==> src/rtl/icinv_pkg.sv <==
package icinv_pkg;
  localparam int unsigned REG_W   = 32;
  localparam int unsigned BIT_EN  = 0;
  localparam int unsigned BIT_INV = 1;
  localparam int unsigned BIT_ABT = 2;
  localparam int unsigned BIT_ORG = 3;
  localparam int unsigned BIT_FLC = 8;
  localparam int unsigned BIT_DT  = 16;

  typedef enum logic [1:0] {
    WS_IDLE   = 2'd0,
    WS_SETUP  = 2'd1,
    WS_WALK   = 2'd2,
    WS_FINISH = 2'd3
  } walk_state_e;

  typedef enum logic {
    OP_INVAL   = 1'b0,
    OP_LOCKCLR = 1'b1
  } walk_op_e;

  typedef struct packed {
    logic en;
    logic dtype;
    logic abt;
    logic inv;
    logic flc;
  } csr_fields_t;
endpackage

==> src/rtl/icinv_rst_sync.sv <==
module icinv_rst_sync #(
  parameter int unsigned STAGES = 2
) (
  input  logic clk,
  input  logic rst_n,
  output logic rst_sync_n
);
  logic [STAGES-1:0] chain_q;

  always_ff @(posedge clk or negedge rst_n) begin
    if (!rst_n) chain_q <= '0;
    else        chain_q <= {chain_q[STAGES-2:0], 1'b1};
  end

  assign rst_sync_n = chain_q[STAGES-1];
endmodule

==> src/rtl/icinv_csr.sv <==
module icinv_csr
  import icinv_pkg::*;
(
  input  logic             clk,
  input  logic             rst_n,
  input  logic             wr_en,
  input  logic [REG_W-1:0] wdata,
  input  logic             four_way,
  input  logic             walk_busy,
  input  logic             walk_done,
  input  logic             walk_abort,
  output logic             start_inv,
  output logic             start_flc,
  output logic [REG_W-1:0] rdata,
  output csr_fields_t      fields
);
  csr_fields_t cur_q, nxt;
  logic        upd;

  always_comb begin
    nxt       = cur_q;
    start_inv = wr_en && wdata[BIT_INV] && !walk_busy;
    start_flc = wr_en && wdata[BIT_FLC] && !wdata[BIT_INV] && !walk_busy;
    if (wr_en) begin
      nxt.en    = wdata[BIT_EN];
      nxt.dtype = wdata[BIT_DT];
      if (!wdata[BIT_ABT]) nxt.abt = 1'b0;
    end
    if (start_inv) nxt.inv = 1'b1;
    if (start_flc) nxt.flc = 1'b1;
    if (walk_done || walk_abort) begin
      nxt.inv = 1'b0;
      nxt.flc = 1'b0;
    end
    if (walk_abort) nxt.abt = 1'b1;
  end

  assign upd = wr_en || walk_done || walk_abort;

  always_ff @(posedge clk or negedge rst_n) begin
    if (!rst_n)   cur_q <= '0;
    else if (upd) cur_q <= nxt;
  end

  always_comb begin
    rdata          = '0;
    rdata[BIT_EN]  = cur_q.en;
    rdata[BIT_INV] = cur_q.inv;
    rdata[BIT_ABT] = cur_q.abt;
    rdata[BIT_ORG] = four_way;
    rdata[BIT_FLC] = cur_q.flc;
    rdata[BIT_DT]  = cur_q.dtype;
  end

  assign fields = cur_q;


  abt_sticky_chk: assert property (@(posedge clk) disable iff (!rst_n)
    cur_q.abt && !(wr_en && !wdata[BIT_ABT]) |=> cur_q.abt);

  abt_set_chk: assert property (@(posedge clk) disable iff (!rst_n)
    walk_abort |=> cur_q.abt && !cur_q.inv && !cur_q.flc);

  op_excl_chk: assert property (@(posedge clk) disable iff (!rst_n)
    $onehot0({cur_q.inv, cur_q.flc}));

  done_clears_chk: assert property (@(posedge clk) disable iff (!rst_n)
    walk_done |=> !cur_q.inv && !cur_q.flc);
endmodule

==> src/rtl/icinv_chkgen.sv <==
module icinv_chkgen #(
  parameter int unsigned CHK_W = 4
) (
  input  logic             wr,
  input  logic             dtype,
  output logic [CHK_W-1:0] chk
);
  for (genvar i = 0; i < CHK_W; i++) begin : g_bit
    assign chk[i] = wr & dtype;
  end
endmodule

==> src/rtl/icinv_walker.sv <==
module icinv_walker
  import icinv_pkg::*;
#(
  parameter int unsigned SET_W    = 6,
  parameter int unsigned MAX_WAYS = 4
) (
  input  logic                clk,
  input  logic                rst_n,
  input  logic                start_inv,
  input  logic                start_flc,
  input  logic                abort_req,
  input  logic                four_way,
  input  logic                dtype_in,
  output logic                busy,
  output logic                done,
  output logic                aborted,
  output logic                arr_we,
  output logic [SET_W-1:0]    arr_set,
  output logic [MAX_WAYS-1:0] arr_way_en,
  output logic                arr_clr_valid,
  output logic                arr_clr_lock,
  output logic                arr_chk_we,
  output logic                walk_dtype
);
  localparam logic [SET_W-1:0]    LAST_WIDE   = SET_W'((1 << (SET_W - 1)) - 1);
  localparam logic [SET_W-1:0]    LAST_NARROW = {SET_W{1'b1}};
  localparam logic [MAX_WAYS-1:0] NARROW_MASK = MAX_WAYS'((1 << (MAX_WAYS / 2)) - 1);

  walk_state_e     state_q, state_n;
  walk_op_e        op_q, op_n;
  logic            geo_q, geo_n;
  logic            dt_q, dt_n;
  logic [SET_W-1:0] set_q, set_n;
  logic [SET_W-1:0] last_set;
  logic            walk_ce;

  assign last_set = geo_q ? LAST_WIDE : LAST_NARROW;
  assign busy     = (state_q != WS_IDLE);
  assign aborted  = abort_req && busy;

  always_comb begin
    state_n = state_q;
    op_n    = op_q;
    geo_n   = geo_q;
    dt_n    = dt_q;
    set_n   = set_q;
    unique case (state_q)
      WS_IDLE: begin
        if (start_inv || start_flc) begin
          state_n = WS_SETUP;
          op_n    = start_inv ? OP_INVAL : OP_LOCKCLR;
          geo_n   = four_way;
          set_n   = '0;
        end
      end
      WS_SETUP: begin
        state_n = WS_WALK;
        dt_n    = dtype_in;
      end
      WS_WALK: begin
        if (set_q == last_set) state_n = WS_FINISH;
        else                   set_n   = set_q + 1'b1;
      end
      WS_FINISH: state_n = WS_IDLE;
      default:   state_n = WS_IDLE;
    endcase
    if (aborted) state_n = WS_IDLE;
  end

  assign walk_ce = busy || start_inv || start_flc;

  always_ff @(posedge clk or negedge rst_n) begin
    if (!rst_n) begin
      state_q <= WS_IDLE;
      op_q    <= OP_INVAL;
      geo_q   <= 1'b0;
      dt_q    <= 1'b0;
      set_q   <= '0;
    end else if (walk_ce) begin
      state_q <= state_n;
      op_q    <= op_n;
      geo_q   <= geo_n;
      dt_q    <= dt_n;
      set_q   <= set_n;
    end
  end

  assign done          = (state_q == WS_FINISH) && !abort_req;
  assign arr_we        = (state_q == WS_WALK);
  assign arr_set       = set_q;
  assign arr_way_en    = arr_we ? (geo_q ? {MAX_WAYS{1'b1}} : NARROW_MASK) : '0;
  assign arr_clr_valid = arr_we && (op_q == OP_INVAL);
  assign arr_clr_lock  = arr_we;
  assign arr_chk_we    = arr_we && (op_q == OP_INVAL);
  assign walk_dtype    = dt_q;


  set_range_chk: assert property (@(posedge clk) disable iff (!rst_n)
    arr_we && geo_q |-> set_q <= LAST_WIDE);

  abort_stop_chk: assert property (@(posedge clk) disable iff (!rst_n)
    aborted |=> !busy && !arr_we);

  done_idle_chk: assert property (@(posedge clk) disable iff (!rst_n)
    done |=> !busy);

  no_restart_chk: assert property (@(posedge clk) disable iff (!rst_n)
    arr_we && !aborted && (set_q != last_set) |=> arr_we && (set_q != '0));
endmodule

==> src/rtl/icache_inval_ctrl.sv <==
module icache_inval_ctrl
  import icinv_pkg::*;
#(
  parameter int unsigned SET_W    = 6,
  parameter int unsigned MAX_WAYS = 4,
  parameter int unsigned CHK_W    = 4
) (
  input  logic                clk,
  input  logic                rst_n,
  input  logic                csr_wr,
  input  logic [REG_W-1:0]    csr_wdata,
  output logic [REG_W-1:0]    csr_rdata,
  input  logic                abort_req,
  input  logic                four_way_cfg,
  output logic                arr_we,
  output logic [SET_W-1:0]    arr_set,
  output logic [MAX_WAYS-1:0] arr_way_en,
  output logic                arr_clr_valid,
  output logic                arr_clr_lock,
  output logic                arr_chk_we,
  output logic [CHK_W-1:0]    arr_chk,
  output logic                busy,
  output logic                done,
  output logic                abort_flag,
  output logic                cache_en
);
  logic        rst_s_n;
  logic        start_inv, start_flc;
  logic        walk_abort, walk_dtype;
  csr_fields_t fields;

  icinv_rst_sync #(.STAGES(2)) i_rst_sync (
    .clk        (clk),
    .rst_n      (rst_n),
    .rst_sync_n (rst_s_n)
  );

  icinv_csr i_csr (
    .clk        (clk),
    .rst_n      (rst_s_n),
    .wr_en      (csr_wr),
    .wdata      (csr_wdata),
    .four_way   (four_way_cfg),
    .walk_busy  (busy),
    .walk_done  (done),
    .walk_abort (walk_abort),
    .start_inv  (start_inv),
    .start_flc  (start_flc),
    .rdata      (csr_rdata),
    .fields     (fields)
  );

  icinv_walker #(.SET_W(SET_W), .MAX_WAYS(MAX_WAYS)) i_walker (
    .clk           (clk),
    .rst_n         (rst_s_n),
    .start_inv     (start_inv),
    .start_flc     (start_flc),
    .abort_req     (abort_req),
    .four_way      (four_way_cfg),
    .dtype_in      (fields.dtype),
    .busy          (busy),
    .done          (done),
    .aborted       (walk_abort),
    .arr_we        (arr_we),
    .arr_set       (arr_set),
    .arr_way_en    (arr_way_en),
    .arr_clr_valid (arr_clr_valid),
    .arr_clr_lock  (arr_clr_lock),
    .arr_chk_we    (arr_chk_we),
    .walk_dtype    (walk_dtype)
  );

  icinv_chkgen #(.CHK_W(CHK_W)) i_chkgen (
    .wr    (arr_chk_we),
    .dtype (walk_dtype),
    .chk   (arr_chk)
  );

  assign abort_flag = fields.abt;
  assign cache_en   = fields.en;


  en_follow_chk: assert property (@(posedge clk) disable iff (!rst_s_n)
    csr_wr |=> cache_en == $past(csr_wdata[BIT_EN]));
endmodule

==> config.mk <==
export PLATFORM = sky130hd
export DESIGN_NAME = icache_inval_ctrl
export DESIGN_NICKNAME = d
export VERILOG_FILES = /design/src/rtl/icinv_pkg.sv /design/src/rtl/icinv_rst_sync.sv /design/src/rtl/icinv_csr.sv /design/src/rtl/icinv_chkgen.sv /design/src/rtl/icinv_walker.sv /design/src/rtl/icache_inval_ctrl.sv
export SDC_FILE = /design/constraint.sdc
export NUM_CORES = 1
export LEC_CHECK = 0
export ABC_CLOCK_PERIOD_IN_PS = 3200
export CAP_MARGIN = 20
export CORE_ASPECT_RATIO = 1.5
export CORE_UTILIZATION = 57
export DETAILED_ROUTE_END_ITERATION = 7
export DONT_BUFFER_PORTS = 1
export GPL_TIMING_DRIVEN = 0
export PLACE_DENSITY = 0.68
export SYNTH_ARGS = -nofsm -noshare
export SYNTH_HDL_FRONTEND = slang
export SYNTH_SLANG_ARGS = --single-unit
==> constraint.sdc <==
create_clock -name clk -period 3.2 [get_ports clk]
set_input_delay 0.48 -clock clk [delete_from_list [all_inputs] [get_ports clk]]
set_output_delay 0.48 -clock clk [all_outputs]
set_load 0.005 [all_outputs]
==> results.md, run 1 <==
* Outcome: finished, final reports clean
* Max FO, Critical Path at 10
* Clk sink count at 18
* Worst VDD drop at 0.372 mV
* Worst reg2reg path startpoint: i_walker.state_q[0]
* Critical register-to-register path endpoint: i_walker.arr_set[4]
* Async set-reset flop share out of synthesis at 1.00
* Maximum clock insertion buffer count at 2
* Kind of path behind the tightest hold check: register to asynchronous set/reset pin
* Transition at the pin with the smallest max-transition slack at 0.658 ns
* First-iteration detailed-routing DRC count at 5
* Core area at 0.00205 mm^2
* Die outline width at 40.3 um
* Initial Utilization at 0.611
* Final clock period utilization by the worst path at 0.794
* Die Outline Area at 0.00239 mm^2
* HPWL after DPL at 1.75 mm
* Layout Nets at 212
* Endpoint type of the worst setup path: primary output
* # rows at 20
* Overall routed net length at 2.22 mm
* Number of endpoints with negative hold slack in the final report at 0
* Post-cts hold buffer count at 1
* Number of setup violations in the final report at 0
* Netlist area before placement at 0.00125 mm^2
* Sequential-to-total area share from yosys stat at 0.359
* Synthesized flop and latch total at 18
* Cells after synthesis at 138
* Worst setup margin at 0.661 ns
* ANT cells at 0
* Wire length of the first global-routing pass at 3.29 mm
* Max-cap check violation count at 0
* Input/output buffers at 0
* Launching element of the worst setup path: i_walker.state_q[0]
* Mean area per synthesized cell at 9.08 um^2
* Gr ovfl total at 0
* Total global-route track usage at 0.195
* Post-placement setup slack at 1.00 ns
* Detailed-router iteration count before antenna repair at 4
* ANT nets after route at 0
* Clock latency on the worst-skew pair at 0.29 ns
* CTS tree: built
* Cell area power density at 625 mW/mm^2
* Cell type with the largest total area after synthesis: sky130_fd_sc_hd__dfrtp_1
* Share of the core filled with cells at 0.693
* YS warnings at 0
* Proportion of netlist area held by the largest area contributor at 0.359
* Relative max-transition margin at 0.557
* Number of global-route vias before repair at 807
* Most common flop cell mapped by yosys: sky130_fd_sc_hd__dfrtp_1
* Number of pins exceeding their max-slew limit in the final report at 0
* Fraction of layout instances using a drive strength above 1 at 0.304
* Setup clock skew after layout at 0.00758 ns
* Number of CTS-inserted buffers at 3
* Inst Count DP at 185
* R2r setup slk at 1.16 ns
* Post-CTS repair timing setup buffer count at 0
* Die Ht at 59.4 um
* Required time at the worst-slack endpoint at 2.72 ns
* Layout area overhead at 13.4%
* Maximum clock frequency at 0.394 GHz
* DRC violation count after routing at 0
* Setup TNS at 0 ns
* Post-route minimum period at 2.54 ns
* Detailed-route vias per instance at 4.77
* Kind of critical path: register to primary output
* Crit path to: arr_chk[2]
* Maximum number of pins on one net before global-route repair at 17
* Critical Path Source Type: register
* Via total after detailed routing at 906
* I/O pins at 91
* Depth of the worst register-to-register path at 6
* Register clock-pin slew on the reported worst setup and hold paths at 0.11 ns
* Post-Route Hold Slack at 0.271 ns
* Number of flops mapped to enable cells by yosys at 0
* Initial antenna violation count at 0
* Clock root buffer: sky130_fd_sc_hd__clkbuf_4
* Post-route non-filler standard cell count at 190
* Synth unique cells at 36
* Worst endpoint data arrival time at 2.06 ns
* Top cell types by occurrence after synthesis: sky130_fd_sc_hd__buf_4, sky130_fd_sc_hd__dfrtp_1, sky130_fd_sc_hd__nand2_1, sky130_fd_sc_hd__inv_1
* Routed length per instance at 11.7 um
* Unrepaired setup endpoints after global routing: false
* Routability congestion estimate from global placement at 0.809
* Count of cells resized by post-cts repair at 0
* Reported leakage power at 0.743 nW
* Depth of the CTS H-tree at 1
* Most frequent cell after synthesis: sky130_fd_sc_hd__buf_4
* Most area-consuming cells after synthesis: sky130_fd_sc_hd__dfrtp_1, sky130_fd_sc_hd__buf_4, sky130_fd_sc_hd__ha_1
layout by cell type (no fill, tap or decap), types with 2 or more instances in the layout:
master / netlist / final
sky130_fd_sc_hd__a21oi_1: 6 / 6
sky130_fd_sc_hd__and2_1: 2 / 2
sky130_fd_sc_hd__buf_4: 40 / 40
sky130_fd_sc_hd__clkbuf_4: 0 / 3
sky130_fd_sc_hd__conb_1: 2 / 27
sky130_fd_sc_hd__dfrtp_1: 18 / 18
sky130_fd_sc_hd__ha_1: 6 / 6
sky130_fd_sc_hd__inv_1: 8 / 8
sky130_fd_sc_hd__mux2_2: 4 / 4
sky130_fd_sc_hd__nand2_1: 9 / 9
sky130_fd_sc_hd__nand3_1: 5 / 5
sky130_fd_sc_hd__nor2_1: 6 / 6
sky130_fd_sc_hd__nor3_1: 2 / 2
sky130_fd_sc_hd__o211ai_1: 3 / 3
sky130_fd_sc_hd__o21ai_0: 5 / 5
sequential cells by signal, indices dropped and copies added, names as in the netlist:
signal	count
i_walker.walk_dtype	1
i_walker.geo_q	1
i_walker.state_q	2
i_walker.op_q	1
i_rst_sync.chain_q	2
i_walker.arr_set	6
i_csr.fields	5
worst min path at each step:
stage | to | cells after the start
finish | i_csr.fields[0] | 0
detailed placement | i_rst_sync.chain_q[0] | 0
global placement | i_rst_sync.chain_q[0] | 0
CTS | i_csr.fields[2] | 0
global route | i_walker.op_q | 1
floorplan | i_rst_sync.chain_q[0] | 0
metal layers:
metal / vias to the layer above / GRT usage / wire [um]
met3: 4 / 0.0414 / 143
met4: 0 / 0.0571 / 26
li1: 460 / - / -
met5: - / 0 / 0
met2: 33 / 0.355 / 1230
met1: 409 / 0.213 / 821
area by class of cell:
class	count	area, um^2
Clock buffer	4	36.3
Tap cell	22	27.5
Timing Repair Buffer	1	10.0
Fill cell	184	631
Multi-Input combinational cell	95	558
Sequential cell	18	450
Buffer	42	309
Inverter	8	30.0
kinds of logic (layout without fill, tap and decap cells):
logic type | Yosys count | count (layout) | synth area share
buf+inv | 50 | 55 | 0.270
simple gates | 31 | 31 | 0.121
compound gates | 26 | 26 | 0.141
flops | 18 | 18 | 0.359
fa+ha+maj | 6 | 6 | 0.0599
mux | 4 | 4 | 0.0359
other cells | 2 | 27 | 0.00599
xor+xnor | 1 | 1 | 0.00699
power by group:
group | switching [mW] | internal (mW)
Clock | 0.0699 | 0.0692
Sequential | 0.0615 | 0.287
Combinational | 0.210 | 0.191
Total | 0.341 | 0.548
per-stage QoR:
step,instance area [um^2],total power [mW]
floorplan,1350,0.676
global placement,1380,0.743
detailed placement,1380,0.751
CTS,1420,0.901
global route,1420,0.961
finish,1420,0.889
critical path: stages, from the launching register on:
cell and delay, ns:
sky130_fd_sc_hd__dfrtp_1 0.43, sky130_fd_sc_hd__inv_1 0.12, sky130_fd_sc_hd__ha_1 0.38, sky130_fd_sc_hd__clkbuf_1 0.38, sky130_fd_sc_hd__and3_1 0.31, sky130_fd_sc_hd__buf_4 0.14
(Power assumes the default switching activity.)
==> run 2: changes to the inputs <==
--- a/config.mk
+++ b/config.mk
@@ -5,14 +5,14 @@
 export SDC_FILE = /design/constraint.sdc
 export NUM_CORES = 1
 export LEC_CHECK = 0
-export ABC_CLOCK_PERIOD_IN_PS = 3200
+export ABC_CLOCK_PERIOD_IN_PS = 2210
 export CAP_MARGIN = 20
 export CORE_ASPECT_RATIO = 1.5
-export CORE_UTILIZATION = 57
+export CORE_UTILIZATION = 56
 export DETAILED_ROUTE_END_ITERATION = 7
 export DONT_BUFFER_PORTS = 1
 export GPL_TIMING_DRIVEN = 0
-export PLACE_DENSITY = 0.68
+export PLACE_DENSITY = 0.7
 export SYNTH_ARGS = -nofsm -noshare
 export SYNTH_HDL_FRONTEND = slang
 export SYNTH_SLANG_ARGS = --single-unit
==> constraint.sdc (replaced) <==
create_clock -name clk -period 2.21 [get_ports clk]
set_input_delay 0.3315 -clock clk [delete_from_list [all_inputs] [get_ports clk]]
set_output_delay 0.3315 -clock clk [all_outputs]
set_load 0.005 [all_outputs]
==> run 2 against run 1 <==
Combinational power increased by 49%. Utilization down 0.11 points. Design area grew 1.1%. First-iteration DRC count rose to 2.8 times the previous value. Cell count did not move. Global-route usage is 0.53 points higher. Clock skew increased by 0.00068 ns.
==> results.md, run 2 (synthesis gave the netlist of run 1 again) <==
* Number of endpoints with negative hold slack in the final report at 0
* Number of global-route vias before repair at 852
* Routability congestion estimate from global placement at 0.809
* Number of CTS-inserted buffers at 3
* # rows at 20
* Slowest stage cell, crit path: sky130_fd_sc_hd__dfrtp_1
* Register clock-pin slew on the reported worst setup and hold paths at 0.10 ns
* Number of setup violations in the final report at 0
* First-iteration detailed-routing DRC count at 14
* Clock latency on the worst-skew pair at 0.29 ns
* Wire length of the first global-routing pass at 3.36 mm
* Register cell area after layout at 450 um^2
* Unrepaired setup endpoints after global routing: false
* Most frequent cells in the layout: sky130_fd_sc_hd__buf_4, sky130_fd_sc_hd__conb_1, sky130_fd_sc_hd__dfrtp_1
* Fraction of layout instances using a drive strength above 1 at 0.321
* CTS tree: built
* Die Ht at 60.0 um
* Number of buffer and inverter stages on the critical path at 3
* Post-placement setup slack at 0.0973 ns
* Final total power at 1.31 mW
* Input/output buffers at 0
* Worst setup margin at 0.140 ns
* Worst endpoint data arrival time at 1.74 ns
* Routed length per instance at 11.8 um
* Initial antenna violation count at 0
* Maximum clock frequency at 0.483 GHz
* Transition at the pin with the smallest max-transition slack at 0.654 ns
* Final clock period utilization by the worst path at 0.937
* Max FO, Critical Path at 10
* Initial Utilization at 0.604
* Maximum clock insertion buffer count at 2
* Worst VDD drop at 0.790 mV
* Cell class contributing the biggest share of worst-path delay: buffers and inverters
* Die outline width at 40.6 um
* Post-CTS repair timing setup buffer count at 0
* Setup TNS at 0 ns
* Overall routed net length at 2.24 mm
* Most common cell after layout, fill and taps aside: sky130_fd_sc_hd__buf_4
* Max-cap check violation count at 0
* Layout area overhead at 14.6%
* Endpoint type of the worst setup path: primary output
* Kind of path behind the tightest hold check: input port to register
* Die Outline Area at 0.00244 mm^2
* Layout Nets at 212
* Relative max-transition margin at 0.559
* Filler Cells Inserted at 163
* Largest stage delay on the critical path at 0.43 ns
* DRC violation count after routing at 0
* Outcome: finished, final reports clean
* Post-route minimum period at 2.07 ns
* Total global-route track usage at 0.200
* Detailed-router iteration count before antenna repair at 4
* Cell area power density at 909 mW/mm^2
* Clock root buffer: sky130_fd_sc_hd__clkbuf_4
* Share of the core filled with cells at 0.692
* Maximum number of pins on one net before global-route repair at 17
* Kind of critical path: register to primary output
* Area taken by multi-input logic gates at 572 um^2
* Via total after detailed routing at 900
* Gr ovfl total at 0
* ANT cells at 0
* ANT nets after route at 0
* Number of pins exceeding their max-slew limit in the final report at 0
* Clk sink count at 18
* Core area at 0.00208 mm^2
* Detailed-route vias per instance at 4.74
* HPWL after DPL at 1.81 mm
* Setup clock skew after layout at 0.00826 ns
* Critical Path Source Type: register
* Required time at the worst-slack endpoint at 1.88 ns
* I/O pins at 91
* Depth of the CTS H-tree at 1
* Max reg flops at 6
* Ordered cell list for the critical path: inv_1 -> ha_4 -> clkbuf_2 -> and3_2 -> buf_4
* Reported leakage power at 0.746 nW
run 2: cell counts in the layout (fill, tap and decap cells not counted):
Identical to the previous run, type by type.
run 2: metal layers:
metal  wire (um)  part of all wire  GRT usage
met1         803              0.36      0.209
met5           0                 0          0
met2        1220              0.54      0.342
met3         170             0.076     0.0595
met4          49             0.022      0.100
run 2: layout make-up:
cell class	instances	share of cell area
inverter	8	0.0209
tap	22	0.0192
sequential	18	0.314
timing repair buffer	1	0.00697
clock buffer	4	0.0253
buffer	42	0.216
multi-input combinational	95	0.398
run 2: timing repair:
| action | 4_1_cts | 5_1_grt |
|---|---|---|
| hold endpoints to repair | 2 | 0 |
| hold buffers | 1 | 0 |
| gates resized for setup | 2 | 2 |
| endpoints found under the setup margin | 6 | 3 |
run 2: per-stage QoR:
stage	cell area [um^2]	std cells	hold WS, ns
2_1_floorplan	1350	163	0.0359
3_3_place_gp	1380	185	0.0360
3_5_place_dp	1380	185	0.0360
4_1_cts	1430	190	0.144
5_1_grt	1440	190	0.140
6_report	1440	190	0.149
run 2: path summary, 6_finish.rpt:
path	startpoint	endpoint	slack, ns	cells after the start
hold / removal	csr_wdata[1]	i_walker.op_q	0.15	1
min in group asynchronous	rst_n	i_rst_sync.chain_q[1]	0.26	1
setup reg to reg	i_walker.state_q[0]	i_walker.arr_set[5]	0.25	7
setup / recovery	i_walker.state_q[0]	arr_chk[2]	0.14	5
hold reg to reg	i_rst_sync.chain_q[1]	i_csr.fields[2]	0.27	0
max in group asynchronous	i_rst_sync.chain_q[1]	i_walker.arr_set[3]	1.52	0
run 2: where the power goes:
group | internal (mW) | switching [mW] | leakage, nW
logic | 0.287 | 0.311 | 0.497
clock network | 0.100 | 0.0998 | 0.0210
registers | 0.415 | 0.0920 | 0.228
total | 0.803 | 0.503 | 0.746
